**config.mk**
```make
export PLATFORM = sky130hd
export DESIGN_NAME = tmr_burst_dma
export DESIGN_NICKNAME = d
export VERILOG_FILES = /design/src/rtl/tmr_burst_pkg.sv /design/src/rtl/tbd_cfg_reg.sv /design/src/rtl/tbd_evt_sel.sv /design/src/rtl/tbd_burst_seq.sv /design/src/rtl/tbd_rf_steer.sv /design/src/rtl/tmr_burst_dma.sv
export SDC_FILE = /design/constraint.sdc
export NUM_CORES = 1
export LEC_CHECK = 0
export ABC_CLOCK_PERIOD_IN_PS = 1900
export BUFFER_PORTS_ARGS = -buffer_cell sky130_fd_sc_hd__buf_2
export CAP_MARGIN = 25
export CORE_ASPECT_RATIO = 2
export CORE_MARGIN = 2
export CORE_UTILIZATION = 41
export DETAILED_ROUTE_END_ITERATION = 8
export PLACE_DENSITY = 0.76
export SYNTH_ARGS = -nofsm -noshare
export SYNTH_HDL_FRONTEND = slang
export SYNTH_SLANG_ARGS = --single-unit
```
**constraint.sdc**
```tcl
create_clock -name clk_i -period 1.9 [get_ports clk_i]
set_input_delay 0.38 -clock clk_i [delete_from_list [all_inputs] [get_ports clk_i]]
set_output_delay 0.38 -clock clk_i [all_outputs]
set_load 0.01 [all_outputs]
```
**src/rtl/tmr_burst_pkg.sv**
```systemverilog
package tmr_burst_pkg;
  localparam int IDX_W     = 5;
  localparam int CNT_W     = 5;
  localparam int START_LSB = 0;
  localparam int CNT_LSB   = 8;
  localparam int MASK_LSB  = 16;

  typedef enum logic [1:0] {ST_IDLE, ST_REQ, ST_GAP} seq_state_e;

  typedef struct packed {
    logic [CNT_W-1:0] count;
    logic [IDX_W-1:0] start;
  } burst_cfg_t;
endpackage

```
**src/rtl/tbd_cfg_reg.sv**
```systemverilog
module tbd_cfg_reg
  import tmr_burst_pkg::*;
#(
  parameter int            DW      = 32,
  parameter int            AW      = 8,
  parameter int            NUM_EVT = 4,
  parameter logic [AW-1:0] CFG_OFF = 8'h48,
  parameter logic [AW-1:0] BUF_OFF = 8'h4C
) (
  input  logic               clk_i,
  input  logic               rst_ni,
  input  logic               bus_we_i,
  input  logic [AW-1:0]      bus_addr_i,
  input  logic [DW-1:0]      bus_wdata_i,
  output burst_cfg_t         cfg_o,
  output logic [NUM_EVT-1:0] mask_o,
  output logic               buf_wr_o,
  output logic [DW-1:0]      buf_data_o
);
  logic cfg_wr;

  assign cfg_wr     = bus_we_i && (bus_addr_i == CFG_OFF);
  assign buf_wr_o   = bus_we_i && (bus_addr_i == BUF_OFF);
  assign buf_data_o = bus_wdata_i;

  always_ff @(posedge clk_i or negedge rst_ni) begin
    if (!rst_ni) begin
      cfg_o  <= '0;
      mask_o <= '0;
    end else if (cfg_wr) begin
      cfg_o.start <= bus_wdata_i[START_LSB +: IDX_W];
      cfg_o.count <= bus_wdata_i[CNT_LSB +: CNT_W];
      mask_o      <= bus_wdata_i[MASK_LSB +: NUM_EVT];
    end
  end
endmodule

```
**src/rtl/tbd_evt_sel.sv**
```systemverilog
module tbd_evt_sel #(
  parameter int NUM_EVT = 4
) (
  input  logic [NUM_EVT-1:0] evt_i,
  input  logic [NUM_EVT-1:0] mask_i,
  output logic               hit_o
);
  logic [NUM_EVT-1:0] gated;

  for (genvar k = 0; k < NUM_EVT; k++) begin : g_gate
    assign gated[k] = evt_i[k] & mask_i[k];
  end

  assign hit_o = |gated;
endmodule

```
**src/rtl/tbd_burst_seq.sv**
```systemverilog
module tbd_burst_seq
  import tmr_burst_pkg::*;
#(
  parameter int NUM_REGS = 20
) (
  input  logic             clk_i,
  input  logic             rst_ni,
  input  logic             hit_i,
  input  burst_cfg_t       cfg_i,
  input  logic             ack_i,
  output logic             req_o,
  output logic             busy_o,
  output logic             err_o,
  output logic [IDX_W-1:0] idx_o
);
  localparam logic [IDX_W-1:0] LAST_IDX = IDX_W'(NUM_REGS - 1);

  seq_state_e       state_q;
  logic [IDX_W-1:0] idx_q;
  logic [CNT_W-1:0] rem_q;
  logic             err_q;
  logic             xfer;

  assign xfer   = (state_q == ST_REQ) && ack_i;
  assign req_o  = (state_q == ST_REQ);
  assign busy_o = (state_q != ST_IDLE);
  assign err_o  = err_q;
  assign idx_o  = idx_q;

  always_ff @(posedge clk_i or negedge rst_ni) begin
    if (!rst_ni) begin
      state_q <= ST_IDLE;
      idx_q   <= '0;
      rem_q   <= '0;
      err_q   <= 1'b0;
    end else begin
      unique case (state_q)
        ST_IDLE: begin
          if (hit_i) begin
            if (cfg_i.start > LAST_IDX) begin
              err_q <= 1'b1;
            end else begin
              err_q   <= 1'b0;
              idx_q   <= cfg_i.start;
              rem_q   <= cfg_i.count;
              state_q <= ST_REQ;
            end
          end
        end
        ST_REQ: begin
          if (xfer) begin
            if (rem_q == '0) begin
              state_q <= ST_IDLE;
            end else if (idx_q == LAST_IDX) begin
              err_q   <= 1'b1;
              state_q <= ST_IDLE;
            end else begin
              idx_q   <= idx_q + 1'b1;
              rem_q   <= rem_q - 1'b1;
              state_q <= ST_GAP;
            end
          end
        end
        ST_GAP:  state_q <= ST_REQ;
        default: state_q <= ST_IDLE;
      endcase
    end
  end
endmodule

```
**src/rtl/tbd_rf_steer.sv**
```systemverilog
module tbd_rf_steer
  import tmr_burst_pkg::*;
#(
  parameter int DW       = 32,
  parameter int NUM_REGS = 20
) (
  input  logic             busy_i,
  input  logic [IDX_W-1:0] idx_i,
  input  logic [IDX_W-1:0] start_i,
  input  logic             buf_wr_i,
  input  logic [DW-1:0]    buf_data_i,
  output logic             rf_we_o,
  output logic [IDX_W+1:0] rf_addr_o,
  output logic [DW-1:0]    rf_wdata_o
);
  localparam logic [IDX_W-1:0] LAST_IDX = IDX_W'(NUM_REGS - 1);

  logic [IDX_W-1:0] tgt;

  // idle writes land at the configured start register
  assign tgt        = busy_i ? idx_i : start_i;
  assign rf_we_o    = buf_wr_i && (tgt <= LAST_IDX);
  assign rf_addr_o  = {tgt, 2'b00};
  assign rf_wdata_o = buf_data_i;
endmodule

```
**src/rtl/tmr_burst_dma.sv**
```systemverilog
module tmr_burst_dma
  import tmr_burst_pkg::*;
#(
  parameter int            NUM_EVT  = 4,
  parameter int            NUM_REGS = 20,
  parameter int            DW       = 32,
  parameter int            AW       = 8,
  parameter logic [AW-1:0] CFG_OFF  = 8'h48,
  parameter logic [AW-1:0] BUF_OFF  = 8'h4C
) (
  input  logic               clk_i,
  input  logic               rst_ni,
  input  logic [NUM_EVT-1:0] evt_i,
  input  logic               bus_we_i,
  input  logic [AW-1:0]      bus_addr_i,
  input  logic [DW-1:0]      bus_wdata_i,
  output logic               dma_req_o,
  input  logic               dma_ack_i,
  output logic               rf_we_o,
  output logic [IDX_W+1:0]   rf_addr_o,
  output logic [DW-1:0]      rf_wdata_o,
  output logic               busy_o,
  output logic               err_o
);
  burst_cfg_t         cfg;
  logic [NUM_EVT-1:0] mask;
  logic               buf_wr;
  logic [DW-1:0]      buf_data;
  logic               hit;
  logic [IDX_W-1:0]   idx;

  tbd_cfg_reg #(
    .DW(DW), .AW(AW), .NUM_EVT(NUM_EVT), .CFG_OFF(CFG_OFF), .BUF_OFF(BUF_OFF)
  ) u_cfg (
    .clk_i, .rst_ni, .bus_we_i, .bus_addr_i, .bus_wdata_i,
    .cfg_o(cfg), .mask_o(mask), .buf_wr_o(buf_wr), .buf_data_o(buf_data)
  );

  tbd_evt_sel #(.NUM_EVT(NUM_EVT)) u_evt (
    .evt_i, .mask_i(mask), .hit_o(hit)
  );

  tbd_burst_seq #(.NUM_REGS(NUM_REGS)) u_seq (
    .clk_i, .rst_ni, .hit_i(hit), .cfg_i(cfg), .ack_i(dma_ack_i),
    .req_o(dma_req_o), .busy_o(busy_o), .err_o(err_o), .idx_o(idx)
  );

  tbd_rf_steer #(.DW(DW), .NUM_REGS(NUM_REGS)) u_steer (
    .busy_i(busy_o), .idx_i(idx), .start_i(cfg.start),
    .buf_wr_i(buf_wr), .buf_data_i(buf_data),
    .rf_we_o, .rf_addr_o, .rf_wdata_o
  );
endmodule

```
==> run_results.csv <==
group,metric,value,unit
sta,fin_ws,-0.159,ns
worst_setup_path,worstReg2RegStart,"u_seq.rem_q[1]$_DFFE_PN0P_",
sta,slew_headroom,59.2,%
pwr,p_clk_share,11.8,%
worst_setup_path,worst_setup_path_end_kind,"output port",
sta,rsz0062_at_grt,"yes",
worst_setup_path,crit_required,1.52,ns
clock_network,worstSkewPairLatency,0.27,ns
run,max-cap-violations,0,
cells_and_area,drive_gt1_share,53.4,%
sta,clock_skew,0.00258,ns
clock_network,htreeDepth,1,
worst_setup_path,cp_max_fo,4,
pwr,ir_worst_vdd,0.000607,V
yosys,synth_top_area_cell,"dfrtp_1",
place,place_ws,0.0113,ns
worst_setup_path,crit_path_start_kind,"register",
yosys,seq_area_frac_synth,37.0,%
yosys,ys_ff_latch,27,
route,wirelength,3900,um
worst_setup_path,r2r-end,"u_seq.idx_o[1]$_DFFE_PN0P_",
global_routing,globalRouteOverflowTotal,0,
cells_and_area,n_antenna_cell,0,
place,port_buffers,52,
worst_hold_path,hold_path.class,"in -> async",
yosys,synth_area_leaders,"dfrtp_1 (37%), buf_4 (14%), mux2_2 (12%)",
clock_network,cts_tree,"done",
cells_and_area,nets,259,
floorplan,die_area,0.00504,sq mm
route,vias_per_cell,5.40,
place,dpl.cell_count,254,
pwr,p_int,1640,uW
yosys,synth_area,0.00183,sq mm
clock_network,clk_pin_slew,0.09,ns
floorplan,die_h,98.4,um
route,wl_per_cell,14.9,um
place,place_hpwl,2980,um
floorplan,core,0.00430,sq mm
cells_and_area,area_growth_syn_to_layout,13.6,%
worst_setup_path,rrSetupSlack,0.01,ns
worst_setup_path,r2r.worst_path.cells,6,
worst_setup_path,worstPathArrival,1.68,ns
place,place.gp.congestion,0.874,
sta,fmax,486,MHz
sta,setup_viol,3,
pwr,p_seq_share,29.9,%
pwr,powerDensity,1350,mW/mm^2
global_routing,grt_usage,15.7,%
sta,fin_crit_sh,108,%
global_routing,grt_pass1_vias,1365,
route,drt_iter0_drc,30,
global_routing,antenna_found_initial,0,
global_routing,grt_max_degree,28,
global_routing,grt_pass1_wl,6020,um
place,post_dp_cell_area,0.00197,sq mm
pwr,p_leak,0.00100,uW
run_status,status,"complete, but fails checks",
yosys,yosysWarnings,0,
route,num_vias,1414,
clock_network,numCtsBuffers,3,
clock_network,cts.sinks,27,
clock_network,postCtsHoldBufs,0,
route,drc,0,
floorplan,fp-row-count,34,
route,antenna_left,0,
run_status,violations,"negative setup slack",
cells_and_area,final_core_util,48.3,%
pwr,comb_power_share,58.3,%
clock_network,clock-root-buffer,"clkbuf_8",
sta,hold_violations,0,
yosys,synth_cells,175,
worst_setup_path,critPathKind,"reg -> out",
cells_and_area,fin_cells,262,
route,drtPass1Iterations,4,
sta,tightest_slew,0.612,ns
clock_network,cts_buffer_depth,2,
pwr,switchingPower,1160,uW
cells_and_area,fin_area,0.00208,sq mm
yosys,ys_types,41,
sta,period_needed,2.06,ns
sta,maxSlewViolCount,0,
floorplan,die_w,51.2,um
yosys,avgSynthCellArea,10.4,sq um
floorplan,start_util,42.5,%
floorplan,io-pin-count,91,
pwr,p_sw_share,41.5,%
pwr,total_power,2800,uW
yosys,synth_top_area_share,37.0,%
-- layer usage --
metal | global-route usage [%] | wire length (um) | vias up
li1 | - | - | 654
met1 | 15.6 | 1340 | 694
met2 | 29.9 | 2230 | 53
met3 | 0.612 | 218 | 13
met4 | 9.77 | 114 | 0
met5 | 0 | 0 | -
-- area by class of cell --
cell class,instances,area (sq um)
Sequential cell,27,676
Timing Repair Buffer,69,415
Inverter,7,26.3
Tap cell,54,67.6
Fill cell,414,2220
Clock buffer,3,41.3
Clock inverter,1,5.00
Multi-Input combinational cell,101,845
-- placed cells by master (no fill, tap or decap), types with 2 or more instances in the layout --
cell       count
clkbuf_8       3
nor2_1         7
a21oi_1        7
inv_2          3
nand2b_1       2
nand3_1        2
a41oi_2        3
conb_1         2
buf_4         12
nand2_1       12
nand4_1        6
buf_6          4
dfrtp_1       27
a22oi_1        2
o21a_1         2
mux2_2        17
nor3_1         4
mux2_4         3
buf_2         52
o2bb2ai_1      5
a31oi_1        3
inv_1          4
o21ai_0        4
-- repair_timing --
item	CTS	global route
setup endpoints to repair	5	12
setup buffers	0	4
gates resized for setup	1	7
cloned	0	0
pin swaps	0	3
-- power groups by stage --
stage	clock (uW)	combinational, uW	sequential (uW)
2_1_floorplan	0	1160	810
3_3_place_gp	0	1470	838
3_5_place_dp	0	1500	843
4_1_cts	336	1510	832
5_1_grt	362	1770	853
6_report	330	1630	837
-- state kept, by name, summed over array words and instances (netlist names) --
name,count
u_seq.state_q,2
u_seq.rem_q,5
u_cfg.cfg_o,10
u_cfg.mask_o,4
u_seq.err_o,1
u_seq.idx_o,5
-- worst max path at each step --
stage / from / cells past startpoint / end
after CTS: u_seq.state_q[0]$_DFFE_PN0P_ / 5 / rf_we_o
final: u_seq.state_q[0]$_DFFE_PN0P_ / 5 / rf_we_o
after detailed placement: u_seq.rem_q[0]$_DFFE_PN0P_ / 6 / u_seq.idx_o[1]$_DFFE_PN0P_
after global placement: u_seq.rem_q[0]$_DFFE_PN0P_ / 6 / u_seq.idx_o[1]$_DFFE_PN0P_
after floorplan: u_seq.state_q[0]$_DFFE_PN0P_ / 5 / rf_we_o
after global routing: u_seq.state_q[0]$_DFFE_PN0P_ / 5 / rf_we_o
-- kinds of logic (layout without fill, tap and decap cells) --
logic type                 count (synthesis)  in the layout  synth area share [%]
buffers and inverters                     48             80                  18.6
and+or+nand+nor                           43             43                  14.0
AOI/OAI and AO/OA                         33             33                  15.7
DFF                                       27             27                  37.0
muxes                                     21             21                  13.1
adders and majority gates                  2              2                  1.37
other                                      1              2                 0.205
-- worst max-delay path, stage by stage (launching register included) --
cell,delay (ns)
dfrtp_1,0.42
nor2_4,0.18
mux2_4,0.32
o21a_1,0.19
nor3b_2,0.14
buf_2,0.15
-- Yosys cell counts, drive strengths merged --
master and count:
or3b 1, a21oi 7, a31oi 3, or3 1, ha 2, a41oi 3
a31o 1, o21bai 1, nand2 12, nor4b 1, mux2 20, nand3 3
nor3 5, nor3b 1, mux2i 1, buf 40, dfrtp 27, o21a 2
nand4 6, o21ai 4, o22ai 1, inv 7, nand2b 2, o2bb2ai 5
nor4bb 1, clkbuf 1, nor2 9, a22oi 3, a32oi 1, and2 1
conb 1, a41o 1, o31a 1
-- stage by stage --
step	TNS [ns]	hold slack, ns
floorplan	0	0.0844
global placement	0	0.429
detailed placement	0	0.428
CTS	-0.284	0.124
global route	-0.641	0.147
finish	-0.341	0.105
No activity file was read; power rests on OpenSTA's default activity.
